`config.mk`:
```
export PLATFORM = sky130hd
export DESIGN_NAME = ext_irq_edge_ctrl
export DESIGN_NICKNAME = d
export VERILOG_FILES = /design/src/rtl/eirq_pkg.sv /design/src/rtl/eirq_sync.sv /design/src/rtl/eirq_regs.sv /design/src/rtl/eirq_channel.sv /design/src/rtl/ext_irq_edge_ctrl.sv
export SDC_FILE = /design/constraint.sdc
export NUM_CORES = 1
export LEC_CHECK = 0
export BUFFER_PORTS_ARGS = -buffer_cell sky130_fd_sc_hd__buf_4
export CAP_MARGIN = 5
export CORE_MARGIN = 3
export CORE_UTILIZATION = 52
export CTS_CLUSTER_SIZE = 16
export DETAILED_ROUTE_END_ITERATION = 12
export PLACE_DENSITY = 0.75
export SLEW_MARGIN = 20
export SYNTH_ARGS = -nofsm -noshare
export SYNTH_HDL_FRONTEND = slang
export SYNTH_SLANG_ARGS = --single-unit
```
`constraint.sdc`:
```
create_clock -name clk -period 1 [get_ports clk]
set_input_delay 0.15 -clock clk [delete_from_list [all_inputs] [get_ports clk]]
set_output_delay 0.15 -clock clk [all_outputs]
set_load 0.01 [all_outputs]
```
`src/rtl/eirq_pkg.sv`:
```
// Package: shared register-select encoding for the external interrupt
// edge controller. Assumes a two-bit register address.
package eirq_pkg;

    typedef enum logic [1:0] {
        REG_FUNC_EN = 2'd0,
        REG_EDGE    = 2'd1,
        REG_IEN     = 2'd2,
        REG_FLAG    = 2'd3
    } eirq_reg_e;

endpackage

```
`src/rtl/eirq_sync.sv`:
```
// Module: eirq_sync
// Brings one asynchronous level into the clock domain through a chain of
// STAGES flops. Assumes the input is a slow level, not a data bus. The
// chain resets to RST_VAL so an idle-high pin reads high out of reset.
module eirq_sync #(
    parameter int   STAGES  = 2,
    parameter logic RST_VAL = 1'b1
) (
    input  logic clk,
    input  logic rst_n,
    input  logic d_i,
    output logic q_o
);

    logic [STAGES-1:0] chain_q;

    // Shift the pin level through the synchroniser chain.
    always_ff @(posedge clk) begin
        if (!rst_n) begin
            chain_q <= {STAGES{RST_VAL}};
        end else begin
            chain_q <= {chain_q[STAGES-2:0], d_i};
        end
    end

    assign q_o = chain_q[STAGES-1];

endmodule

```
`src/rtl/eirq_regs.sv`:
```
// Module: eirq_regs
// Holds the function-enable, edge-select and interrupt-enable registers,
// and turns flag writes into per-channel clear requests. A flag write in
// the slot right after a function-enable write is suppressed. Assumes one
// write per clock at most.
module eirq_regs
    import eirq_pkg::*;
#(
    parameter int NUM_CH = 3
) (
    input  logic              clk,
    input  logic              rst_n,
    input  logic              wr_en_i,
    input  logic [1:0]        wr_addr_i,
    input  logic [NUM_CH-1:0] wr_data_i,
    output logic [NUM_CH-1:0] func_en_o,
    output logic [NUM_CH-1:0] rise_sel_o,
    output logic [NUM_CH-1:0] ien_o,
    output logic [NUM_CH-1:0] clr_req_o
);

    eirq_reg_e         sel;
    logic              func_wr;
    logic              func_wr_q;
    logic [NUM_CH-1:0] func_en_q;
    logic [NUM_CH-1:0] rise_sel_q;
    logic [NUM_CH-1:0] ien_q;

    assign sel     = eirq_reg_e'(wr_addr_i);
    assign func_wr = wr_en_i && (sel == REG_FUNC_EN);

    // Update the control registers from host writes.
    always_ff @(posedge clk) begin
        if (!rst_n) begin
            func_en_q  <= '0;
            rise_sel_q <= '0;
            ien_q      <= '0;
        end else if (wr_en_i) begin
            case (sel)
                REG_FUNC_EN: func_en_q  <= wr_data_i;
                REG_EDGE:    rise_sel_q <= wr_data_i;
                REG_IEN:     ien_q      <= wr_data_i;
                default:     ;
            endcase
        end
    end

    // Remember that the previous slot held a function-enable write.
    always_ff @(posedge clk) begin
        if (!rst_n) begin
            func_wr_q <= 1'b0;
        end else begin
            func_wr_q <= func_wr;
        end
    end

    // Decode flag writes of 0 into clear requests, except right after a mode write.
    always_comb begin
        clr_req_o = '0;
        if (wr_en_i && (sel == REG_FLAG) && !func_wr_q) begin
            clr_req_o = ~wr_data_i;
        end
    end

    assign func_en_o  = func_en_q;
    assign rise_sel_o = rise_sel_q;
    assign ien_o      = ien_q;

endmodule

```
`src/rtl/eirq_channel.sv`:
```
// Module: eirq_channel
// One interrupt channel. It gates the synchronised pin with the function
// enable (disabled reads high), detects the selected edge on the gated
// level, and latches a request flag. A set wins over a clear in the same
// cycle. Assumes pin_sync_i is already in the clock domain.
module eirq_channel (
    input  logic clk,
    input  logic rst_n,
    input  logic pin_sync_i,
    input  logic func_en_i,
    input  logic rise_sel_i,
    input  logic clr_req_i,
    output logic flag_o,
    output logic gated_o,
    output logic gated_prev_o
);

    logic gated;
    logic gated_prev_q;
    logic edge_hit;
    logic flag_q;

    assign gated = func_en_i ? pin_sync_i : 1'b1;

    // Keep the gated level of the previous cycle for edge comparison.
    always_ff @(posedge clk) begin
        if (!rst_n) begin
            gated_prev_q <= 1'b1;
        end else begin
            gated_prev_q <= gated;
        end
    end

    // Pick the edge polarity chosen by the edge-select bit.
    always_comb begin
        if (rise_sel_i) begin
            edge_hit = gated & ~gated_prev_q;
        end else begin
            edge_hit = ~gated & gated_prev_q;
        end
    end

    // Latch the request flag; a detected edge overrides a clear.
    always_ff @(posedge clk) begin
        if (!rst_n) begin
            flag_q <= 1'b0;
        end else if (edge_hit) begin
            flag_q <= 1'b1;
        end else if (clr_req_i) begin
            flag_q <= 1'b0;
        end
    end

    assign flag_o       = flag_q;
    assign gated_o      = gated;
    assign gated_prev_o = gated_prev_q;

endmodule

```
`src/rtl/ext_irq_edge_ctrl.sv`:
```
// Module: ext_irq_edge_ctrl
// Top level of the external interrupt pin edge controller. It instantiates
// the register block and one synchroniser plus channel per pin, and ORs
// the enabled flags into irq_o. Assumes synchronous active-low reset and
// pins that idle high.
module ext_irq_edge_ctrl #(
    parameter int NUM_CH      = 3,
    parameter int SYNC_STAGES = 2
) (
    input  logic              clk,
    input  logic              rst_n,
    input  logic [NUM_CH-1:0] irq_pin_i,
    input  logic              wr_en_i,
    input  logic [1:0]        wr_addr_i,
    input  logic [NUM_CH-1:0] wr_data_i,
    output logic [NUM_CH-1:0] req_flag_o,
    output logic              irq_o
);

    logic [NUM_CH-1:0] func_en;
    logic [NUM_CH-1:0] rise_sel;
    logic [NUM_CH-1:0] ien;
    logic [NUM_CH-1:0] clr_req;
    logic [NUM_CH-1:0] pin_sync;
    logic [NUM_CH-1:0] flags;
    logic [NUM_CH-1:0] gated_lvl;
    logic [NUM_CH-1:0] gated_prv;

    eirq_regs #(.NUM_CH(NUM_CH)) u_regs (
        .clk        (clk),
        .rst_n      (rst_n),
        .wr_en_i    (wr_en_i),
        .wr_addr_i  (wr_addr_i),
        .wr_data_i  (wr_data_i),
        .func_en_o  (func_en),
        .rise_sel_o (rise_sel),
        .ien_o      (ien),
        .clr_req_o  (clr_req)
    );

    for (genvar ch = 0; ch < NUM_CH; ch++) begin : g_ch
        eirq_sync #(.STAGES(SYNC_STAGES), .RST_VAL(1'b1)) u_sync (
            .clk   (clk),
            .rst_n (rst_n),
            .d_i   (irq_pin_i[ch]),
            .q_o   (pin_sync[ch])
        );

        eirq_channel u_chan (
            .clk          (clk),
            .rst_n        (rst_n),
            .pin_sync_i   (pin_sync[ch]),
            .func_en_i    (func_en[ch]),
            .rise_sel_i   (rise_sel[ch]),
            .clr_req_i    (clr_req[ch]),
            .flag_o       (flags[ch]),
            .gated_o      (gated_lvl[ch]),
            .gated_prev_o (gated_prv[ch])
        );
    end

    assign req_flag_o = flags;
    assign irq_o      = |(flags & ien);

endmodule

```
==> results of run 1 <==
## worst max-delay path: stages (launching register included)
cell                       delay (ns)
sky130_fd_sc_hd__dfxtp_1         0.33
sky130_fd_sc_hd__a222oi_1        0.32
sky130_fd_sc_hd__inv_1           0.07
sky130_fd_sc_hd__buf_4           0.15
## power by group
group / total [mW] / switching [mW] / internal [mW]
clock network: 0.379 / 0.238 / 0.140
registers: 0.917 / 0.0150 / 0.902
logic: 0.114 / 0.0465 / 0.0671
total: 1.41 / 0.300 / 1.11
## worst paths after layout
check	start	depth (start not counted)	slack, ns	end
worst max-delay path	u_regs.ien_o[2]	3	-0.30	irq_o
worst min-delay path	irq_pin_i[2]	2	0.03	g_ch[2].u_sync.chain_q[0]
worst max register to register	u_regs.rise_sel_o[1]	3	0.07	g_ch[1].u_chan.flag_o
worst min register to register	g_ch[2].u_sync.chain_q[0]	1	0.42	g_ch[2].u_sync.chain_q[1]
## cell families (layout without fill, tap and decap cells)
kind of cell / count (synthesis) / in the layout / share of synthesized area, %
muxes: 9 / 9 / 10.5
and+or+nand+nor: 32 / 32 / 27.2
AOI/OAI and AO/OA: 10 / 10 / 7.27
DFF: 22 / 22 / 51.2
buffers and inverters: 6 / 18 / 3.92
## cells in the final DEF (no fill, tap or decap)
master / instances
sky130_fd_sc_hd__a21boi_1: 1
sky130_fd_sc_hd__and2_2: 1
sky130_fd_sc_hd__inv_1: 1
sky130_fd_sc_hd__a222oi_1: 1
sky130_fd_sc_hd__buf_4: 14
sky130_fd_sc_hd__nor3b_4: 1
sky130_fd_sc_hd__mux2i_1: 9
sky130_fd_sc_hd__a21boi_0: 2
sky130_fd_sc_hd__dfxtp_2: 2
sky130_fd_sc_hd__nor2b_1: 12
sky130_fd_sc_hd__clkbuf_4: 3
sky130_fd_sc_hd__nand2b_1: 9
sky130_fd_sc_hd__nor4bb_1: 1
sky130_fd_sc_hd__o21ai_0: 3
sky130_fd_sc_hd__nor4bb_2: 2
sky130_fd_sc_hd__a21oi_1: 3
sky130_fd_sc_hd__dfxtp_1: 20
sky130_fd_sc_hd__nand3b_1: 5
sky130_fd_sc_hd__nand4b_1: 1
## sequential cells by signal, summed over array words and instances (netlist names)
signal and count:
u_regs.rise_sel_o 3, u_regs.func_en_o 3, u_regs.ien_o 3, g_ch.u_chan.gated_prev_o 3
g_ch.u_chan.flag_o 3, g_ch.u_sync.chain_q 6, u_regs.func_wr_q 1
## metal layers
layer,GRT usage (%),up-vias,share of wire [%]
met3,3.52,2,4.0
met4,9.94,0,1.4
met5,0,-,0
met2,23.1,11,49
li1,-,293,-
met1,18.1,266,46
## layout make-up
cell class / instances / area, µm²
Clock buffer: 3 / 22.5
Fill cell: 134 / 531
Inverter: 1 / 3.75
Multi-Input combinational cell: 51 / 399
Sequential cell: 22 / 443
Tap cell: 16 / 20.0
Timing Repair Buffer: 14 / 105
==> results.txt, run 1 <==
The final count of pins violating max slew is 0. The worst path arrival time is approximately 1.2 ns. For this run the aggregate overflow at the end of global routing stands at 0. The number of hold-repair buffers added at the cts stage is 0. The antenna diode count came out at 0. The count of nets left with antenna violations after detail routing is 0. The placed instance area came out at between 900 and 1000 µm². The total number of yosys warnings came out at 0.

The overall global routing resource usage is approximately 15%. The achievable frequency came out at between 700 and 800 MHz. The top flip-flop cell by instance count after synthesis is sky130_fd_sc_hd__dfxtp_1.

The routability congestion estimate came out at 0.669. The cell area after technology mapping came out at approximately 860 µm². For the worst setup path, the data required time is roughly 0.85 ns. The fraction of registers with async set/reset is 0%.

The highest net fanout along the worst path is 2. In this run the static leakage power is between 0.4 and 0.5 nW. The power per cell area came out at approximately 1400 nW/µm². The cell area after layout is 993 µm². The average routed wire per standard cell came out at 13.0 µm. In this run the count of I/O pins placed on the die edge is 15. The measured slew at the worst slew-check pin came out at 0.247 ns. At the later pin of the worst-skew pair, clock insertion delay measures approximately 0.29 ns. The routed wire length is 1390 µm. The number of setup buffers added after CTS is 0. The initial core utilization came out at between 50% and 60%.

The most repeated cell in the gate-level netlist after synthesis is sky130_fd_sc_hd__dfxtp_1. The number of maximum-capacitance constraint violations came out at 0. The utilization of the core after routing came out at about 65%. Setup repair after global routing could not meet its margin everywhere.

In this run the deepest clock path goes through 2 buffers. Input and output buffers added on the ports amount to 14. The part of the Yosys area used for sequential elements is about half. Synthesis handed over a netlist of 79 instances. The via count of the first global-routing pass is ~500.

The y dimension of the die came out at 46.7 µm. The total number of vias came out at between 500 and 600. The number of antenna violations at the first check in global routing came out at 0. The count of unresolved DRC violations after routing is 0. The worst setup timing slack at the placement stage is 0.0127 ns. The final period utilization came out at 130%. The area enclosed by the die boundary is approximately 2200 µm².

The site row count came out at 14. The area growth from synthesis to layout is 15.4%. STA classifies the critical path startpoint as a flip-flop.

The first detailed-routing pass ran for 4 iterations. After detailed routing, the number of vias per cell comes to roughly 5.3. After synthesis, the most frequently instantiated cells are sky130_fd_sc_hd__dfxtp_1 (22), sky130_fd_sc_hd__nor2b_1 (12), sky130_fd_sc_hd__mux2i_1 (9), sky130_fd_sc_hd__nand2b_1 (9), sky130_fd_sc_hd__nand3b_1 (5). The initial DRC count is 6. The number of gates resized after CTS was 1. When the netlist entered floorplanning its net count stood at 90. In the post-synthesis netlist, the biggest area contributors are sky130_fd_sc_hd__dfxtp_1 (51%), sky130_fd_sc_hd__mux2i_1 (10%), sky130_fd_sc_hd__nor2b_1 (8.7%), sky130_fd_sc_hd__nand2b_1 (6.5%), sky130_fd_sc_hd__nand3b_1 (4.4%). The worst-case hold slack came out at roughly 0.027 ns. The post-route non-filler standard cell count is ~110. For the final routed database, the setup TNS stands at -0.302 ns.

The TritonCTS buffer count is 3. STA classifies the critical path endpoint as a primary output. The classification of the worst setup path is reg2out.

The final setup violation count came out at 1. The cell count after placement is between 100 and 150. The clock period minus worst slack is around 1.3 ns. The normalized max-slew margin is 83.3%.

The checks that failed: negative setup slack. The number of enable-type register cells in the synthesized netlist came out at 0. At the end of the flow, the number of nets in the layout was between 100 and 150. The overall power after layout came out at roughly 1.4 mW. The tree is rooted in a sky130_fd_sc_hd__clkbuf_4. The count of different cell masters after synthesis is 16. In this run, synthesis produced a sequential element count of 22. The fraction of synthesized cell area taken by the top area cell type came out at a little over 50%.

The synthesized design spends more area on one cell type than any other, namely sky130_fd_sc_hd__dfxtp_1. In the final layout, the share of cells above drive strength 1 is around 25%. TritonCTS built the clock tree. The tightest min-delay check is of the in2reg type. The clock sink count came out at 22. The global-route wire length before repair came out at approximately 2200 µm. The run finished, with violations left.

The post-detailed-placement half-perimeter wirelength came out at 1010 µm. The post-synthesis area per instance is ~11 µm². The peak supply drop is between 1 and 1.5 mV.

The number of H-tree levels is 1. The post-route clock skew came out at about 0.00061 ns. The final-report hold violation count is 0.

Setup slack on the critical path of the routed design comes to -0.302 ns. Entering global routing, the biggest net connects 23 pins. The die is 46.7 µm wide. The area of the placeable core is 1520 µm². The clock-pin slew on the worst setup and hold paths is 0.11 ns.
Note: power is estimated with default switching activity, not from simulation.
==> run 2: changes to the inputs <==
REMOVE_ABC_BUFFERS = 1   (was default)
==> results.txt, run 2 (synthesized netlist as in run 1, its figures left out) <==
The routed wire length was 1400 µm (+0.79%). The clock period minus worst slack came out at 1.31 ns (+0.00616 ns). The power per cell area is 1470 nW/µm² (+3.6%). The worst setup margin is -0.308 ns (-0.00616 ns). The leakage power figure came to 0.421 nW (+5.0%). The final-report hold violation count came out at 0 (unchanged).

The type of element capturing the critical path is a primary output. The initial DRC count is 7 (+1). The overall global routing resource usage came to 15.6% (+0.66 points). The post-route clock skew is 0.00531 ns (+0.00470 ns). The TritonCTS buffer count is 3 (unchanged).

The number of antenna violations at the first check in global routing is 0 (unchanged). The critical path's largest stage delay came out at 0.34 ns (about the same). The setup path with the least slack is of type reg2out. The normalized max-slew margin is 81.2% (-2.1 points). The number of port buffers was 14 (unchanged). The routability congestion estimate came out at 0.710 (+6.1%). The y dimension of the die is 46.7 µm (unchanged).

STA classifies the critical path startpoint as a flip-flop. The number of H-tree levels came to 1 (unchanged). The placed instance area is 971 µm² (+1.6%). Setup repair after global routing could not meet its margin everywhere.

Traced cell by cell, the critical path runs through a222oi_1, inv_1, buf_6. The register with the most flip-flops is g_ch.u_sync.chain_q. The global-route wire length before repair came out at 2260 µm (+2.8%). The count of nets left with antenna violations after detail routing is 0 (unchanged). The pin count of the biggest net entering global routing was 23 (unchanged).

The post-detailed-placement half-perimeter wirelength came to 969 µm (-4.3%). The achievable frequency is 764 MHz (-0.47%). The worst-case hold slack is 0.0252 ns (-0.00179 ns). The clock latency of the later-clocked register in the worst-skew pair came to 0.30 ns (about the same). The total grt overflow came to 0 (unchanged). The cell area after layout came out at 1030 µm² (+3.3%). The synthesis-to-layout area growth is 19.2%. Clock tree synthesis selected as its root buffer the cell sky130_fd_sc_hd__clkbuf_4.

The clock sink count came out at 22 (unchanged). The sum of negative setup slack came out at -0.347 ns (-0.0446 ns). The measured slew at the worst slew-check pin was 0.282 ns (+0.0346 ns). The top-level port count is 15 (unchanged). The final period utilization was 131% (+0.62 points). The area of the placeable core came out at 1520 µm² (unchanged). The top cell types in the final layout, fill and taps aside, are sky130_fd_sc_hd__dfxtp_1 (19), sky130_fd_sc_hd__nor2b_1 (12), sky130_fd_sc_hd__buf_4 (12). The dominant delay contributor by cell family on the critical path is flip-flops. The die width is 46.7 µm (unchanged). The final net count was 106 (+1.9%). The clock-pin slew on the worst setup and hold paths came out at 0.12 ns (about the same). The number of buffers added for setup after CTS is 0 (unchanged). The first-pass iteration count of the detailed router was 4 (unchanged). The worst path arrival time came to 1.16 ns (about the same).

The total number of vias was 576 (+0.70%). The final setup violation count was 3 (+2). The slowest library cell on the worst path is sky130_fd_sc_hd__dfxtp_2. The number of buffers on the longest clock path is 2 (unchanged). Leaving out fill and tap cells, the most frequent cell in the layout is sky130_fd_sc_hd__dfxtp_1. The number of hold-repair buffers added at the cts stage came out at 0 (unchanged).

The initial core utilization is 56.5% (unchanged). The average routed wire per standard cell came out at 12.8 µm (-2.0%). The count of unresolved DRC violations after routing is 0 (unchanged). The site row count was 14 (unchanged). The area enclosed by the die boundary came to 2180 µm² (unchanged). The number of maximum-capacitance constraint violations came out at 0 (unchanged).

The final count of pins violating max slew was 0 (unchanged). The flow ran to the end, but the final reports show violations. The via count of the first global-routing pass is 486 (-4.5%). The checks that failed: negative setup slack. The data required time of the worst path is 0.85 ns (about the same). The utilization of the core after routing was 67.3% (+2.1 points). TritonCTS built the clock tree. The routed via count divided by cell count is 5.24 (-2.0%). The overall power after layout is 1.51 mW (+7.0%). The flip-flop count of the largest register, all copies and words added came out at 6 (unchanged). The peak supply drop came to 1.07 mV (+4.3%).

The share of post-route cells with drive strength above 1 is 26.6% (+1.3 points). The antenna diode count came out at 0 (unchanged). The highest net fanout along the worst path came out at 2 (unchanged).

The min-delay analysis places its worst path in the category in2reg. The buffer and inverter count on the worst path came out at 2 (unchanged).
## run 2: path summary, 6_finish.rpt
| check | startpoint | end | slack (ns) | cells past startpoint |
|---|---|---|---|---|
| worst max-delay path | u_regs.ien_o[2] | irq_o | -0.31 | 3 |
| worst min-delay path | irq_pin_i[2] | g_ch[2].u_sync.chain_q[0] | 0.03 | 2 |
| worst min register to register | g_ch[1].u_sync.chain_q[0] | g_ch[1].u_sync.chain_q[1] | 0.42 | 1 |
| worst max register to register | u_regs.func_wr_q | g_ch[0].u_chan.flag_o | 0.06 | 3 |
## run 2: timing repair
action / in CTS / in global routing
endpoints found under the hold margin: 0 / 0
endpoints found under the setup margin: 3 / 6
resized for setup: 5 / 5
## run 2: per-layer routing
metal	wire length, µm	vias to the layer above	global-route usage, %
li1	-	298	-
met1	669	266	22.4
met2	646	10	19.5
met3	75	2	4.69
met4	12	0	9.94
met5	0	-	0
## run 2: power by group
| part | internal (mW) | total (mW) | switching, mW |
|---|---|---|---|
| registers | 0.902 | 0.916 | 0.0134 |
| clock network | 0.222 | 0.477 | 0.255 |
| logic | 0.0676 | 0.115 | 0.0477 |
## run 2: final cells by class
| class | instances | area, µm² |
|---|---|---|
| Inverter | 1 | 3.75 |
| Clock buffer | 4 | 36.3 |
| Timing Repair Buffer | 16 | 135 |
| Multi-Input combinational cell | 51 | 387 |
| Sequential cell | 22 | 444 |
| Tap cell | 16 | 20.0 |
| Fill cell | 120 | 498 |
## run 2: worst register-to-register path: stages (launching register included)
cell and delay (ns):
sky130_fd_sc_hd__dfxtp_1 0.32, sky130_fd_sc_hd__nand4b_1 0.26, sky130_fd_sc_hd__o21ai_1 0.17, sky130_fd_sc_hd__a21boi_0 0.09
## run 2: per-stage QoR
stage	worst slack, ns	cells
floorplan	0.115	74
global placement	0.0412	106
detailed placement	0.0110	106
CTS	-0.325	110
global route	-0.409	110
finish	-0.308	110
==> run 3: changes to the inputs <==
PLACE_DENSITY = 0.86   (was 0.75)
SYNTH_HIERARCHICAL = 1   (was default)
==> results.txt, run 3 <==
The total number of yosys warnings is 6 (+6). The library cell used most frequently in the layout, excluding fill and tap cells, is sky130_fd_sc_hd__dfxtp_1. The y dimension of the die was 46.7 µm (about the same).

The antenna diode count is 0 (unchanged). The most repeated cell in the gate-level netlist after synthesis is sky130_fd_sc_hd__dfxtp_1. The normalized max-slew margin came out at 79.5% (-1.7 points). The synthesis-to-layout area growth is 19.3% (about the same). The highest net fanout along the worst path came out at 2 (unchanged). The clock period minus worst slack is 1.31 ns (+0.00378 ns).

For this run, the leading register cell type out of synthesis is sky130_fd_sc_hd__dfxtp_1. The post-synthesis area per instance was 10.6 µm² (-2.3%). The data required time of the worst path came to 0.85 ns (about the same).

The number of hold-repair buffers added at the cts stage was 0 (unchanged). The number of maximum-capacitance constraint violations was 0 (unchanged). The worst path arrival time came out at 1.16 ns (about the same).

The type of the worst min-delay path is in2reg. The buffer and inverter count on the worst path was 2 (unchanged). STA classifies the critical path endpoint as a primary output. The number of port buffers is 14 (unchanged). The critical path's largest stage delay came out at 0.33 ns (about the same).

The number of enable-type register cells in the synthesized netlist came out at 0 (unchanged). The post-detailed-placement half-perimeter wirelength is 1010 µm (+4.4%). The final net count is 111 (+4.7%).

The TritonCTS clock tree is done. The number of antenna violations at the first check in global routing came out at 0 (unchanged). The routed via count divided by cell count is 5.17 (-1.4%).

STA classifies the critical path startpoint as a flip-flop. The final setup violation count came out at 5 (+2). The average routed wire per standard cell is 12.0 µm (-5.7%). The power per cell area came out at 1460 nW/µm² (-0.47%). The signal on the critical path passes through a222oi_1, inv_1, buf_4.

The cell area after technology mapping is 862 µm² (+0.15%). The utilization of the core after routing came out at 66.7% (-0.60 points). The part of the Yosys area used for sequential elements came out at 51.1% (-0.074 points).

The overall global routing resource usage is 14.6% (-0.98 points). The first-pass iteration count of the detailed router came out at 4 (unchanged). The clock sink count came out at 22 (unchanged). The kind of cell with the highest combined delay along the critical path is flip-flops.

The post-route clock skew came to 0.0145 ns (+0.00915 ns). The flop and latch count out of synthesis is 22 (unchanged). The met2 usage came to 22.5% (+3.0 points). The final-report hold violation count came to 0 (unchanged).

Of all cell types, the one taking the most synthesized area is sky130_fd_sc_hd__dfxtp_1. The fraction of synthesized cell area taken by the top area cell type was 51.1% (-0.074 points). The number of cells produced by synthesis came out at 81 (+2.5%). Setup repair after global routing could not meet its margin everywhere.

The worst setup margin came out at -0.312 ns (-0.00378 ns). The count of nets left with antenna violations after detail routing is 0 (unchanged). The slowest library cell on the worst path is sky130_fd_sc_hd__dfxtp_1.

The register with the most flip-flops is g_ch.u_sync/chain_q. The total grt overflow came to 0 (unchanged). The count of different cell masters after synthesis is 18 (+2). The flip-flop count of the largest register, all copies and words added is 6 (unchanged). The site row count was 14 (unchanged). The clock-pin slew on the worst setup and hold paths came out at 0.12 ns (about the same). The area enclosed by the die boundary is 2180 µm² (+0.13%). The cell sitting at the root of the clock tree is a sky130_fd_sc_hd__clkbuf_4. The number of buffers on the longest clock path came to 2 (unchanged). The area of the placeable core is 1540 µm² (+1.1%). met2 is the most crowded layer.

The pin count of the biggest net entering global routing is 26 (+13%). The global-route wire length before repair came to 2230 µm (-1.2%). The final period utilization came out at 131% (+0.38 points).

The initial core utilization came out at 55.9% (-0.56 points). The clock latency of the later-clocked register in the worst-skew pair came out at 0.31 ns (about the same). The initial DRC count is 7 (unchanged). By count the netlist is led by sky130_fd_sc_hd__dfxtp_1 (22), sky130_fd_sc_hd__nand2_1 (15), sky130_fd_sc_hd__mux2i_1 (9), sky130_fd_sc_hd__nand2b_1 (6). The routability congestion estimate is 0.803 (+13%). The area of the multi-input gates came to 402 µm² (+3.9%).

The storage element area came out at 443 µm² (-0.28%). The fraction of registers with async set/reset was 0% (unchanged). The share of post-route cells with drive strength above 1 came out at 32.3% (+5.7 points). The die width came out at 46.7 µm (about the same). The final reports fail on negative setup slack. The TritonCTS buffer count came out at 3 (unchanged). The final count of pins violating max slew came out at 0 (unchanged). The top-level port count is 15 (unchanged). Ranked by total cell area, the synthesized netlist is headed by sky130_fd_sc_hd__dfxtp_1 (51%), sky130_fd_sc_hd__mux2i_1 (10%), sky130_fd_sc_hd__nand2_1 (6.5%), sky130_fd_sc_hd__nor2b_4 (4.8%), sky130_fd_sc_hd__nand2b_1 (4.4%). The number of H-tree levels is 1 (unchanged). The critical path is of the reg2out type.

The peak supply drop is 1.29 mV (+21%). The total number of vias was 594 (+3.1%). The count of unresolved DRC violations after routing is 0 (unchanged). The number of buffers added for setup after CTS was 0 (unchanged).

The met1 usage in global routing is 19.2% (-3.2 points). In the layout the commonest cells are sky130_fd_sc_hd__dfxtp_1 (20), sky130_fd_sc_hd__nand2_1 (15), sky130_fd_sc_hd__buf_4 (15). The leakage power figure is 0.436 nW (+3.6%). The overall power after layout is 1.50 mW (-0.23%). The routed wire length came to 1380 µm (-1.4%).

The via count of the first global-routing pass came out at 503 (+3.5%). The run finished, with violations left. The measured slew at the worst slew-check pin came to 0.307 ns (+0.0249 ns). The met3 demand-to-capacity share in global routing was 5.86% (+1.2 points).

The number of inserted filler cells in the final layout is 133 (+11%). The achievable frequency is 762 MHz (-0.29%).
## run 3: metal layers
layer,wire [µm],up-vias
li1,-,306
met1,656,269
met2,615,17
met3,108,2
met4,4,0
met5,0,-
## run 3: where the power goes
group	switching [mW]	leakage, nW	internal [mW]
clock	0.257	0.0210	0.222
sequential	0.0131	0.181	0.902
combinational	0.0504	0.234	0.0592
total	0.321	0.436	1.18
## run 3: cell type report
type	count	area share, %
clock buffer	4	3.53
inverter	4	1.46
multi-input combinational	54	39.1
sequential	22	43.1
tap	16	1.95
timing repair buffer	15	10.9
## run 3: path summary, 6_finish.rpt
path,from,end,slack (ns),cells past startpoint
worst max register to register,u_regs/func_wr_q,g_ch[0].u_chan/flag_o,-0.03,4
worst min-delay path,irq_pin_i[0],g_ch[0].u_sync/chain_q[0],0.03,2
worst min register to register,g_ch[0].u_sync/chain_q[0],g_ch[0].u_sync/chain_q[1],0.40,1
worst max-delay path,g_ch[0].u_chan/flag_o,irq_o,-0.31,3
## run 3: kinds of logic (layout without fill, tap and decap cells)
logic type | Yosys count | in the layout | share of synthesized area (%)
and+or+nand+nor | 41 | 41 | 31.9
DFF | 22 | 22 | 51.1
buffers and inverters | 5 | 23 | 2.32
AOI/OAI and AO/OA | 4 | 4 | 4.21
muxes | 9 | 9 | 10.5
## run 3: repair_timing
| item | in CTS | in global routing |
|---|---|---|
| resized for setup | 0 | 2 |
| pin swaps | 6 | 4 |
| endpoints found under the setup margin | 5 | 7 |
## run 3: per-stage QoR
step	hold slack [ns]	setup WS, ns	TNS, ns	area, µm²	cells
global route	0.0146	-0.451	-0.791	1030	115
detailed placement	0.337	-0.0717	-0.178	990	111
global placement	0.335	-0.0648	-0.129	990	111
floorplan	0.212	0.00435	0	857	80
CTS	0.0204	-0.333	-0.492	1030	115
finish	0.0280	-0.312	-0.451	1030	115
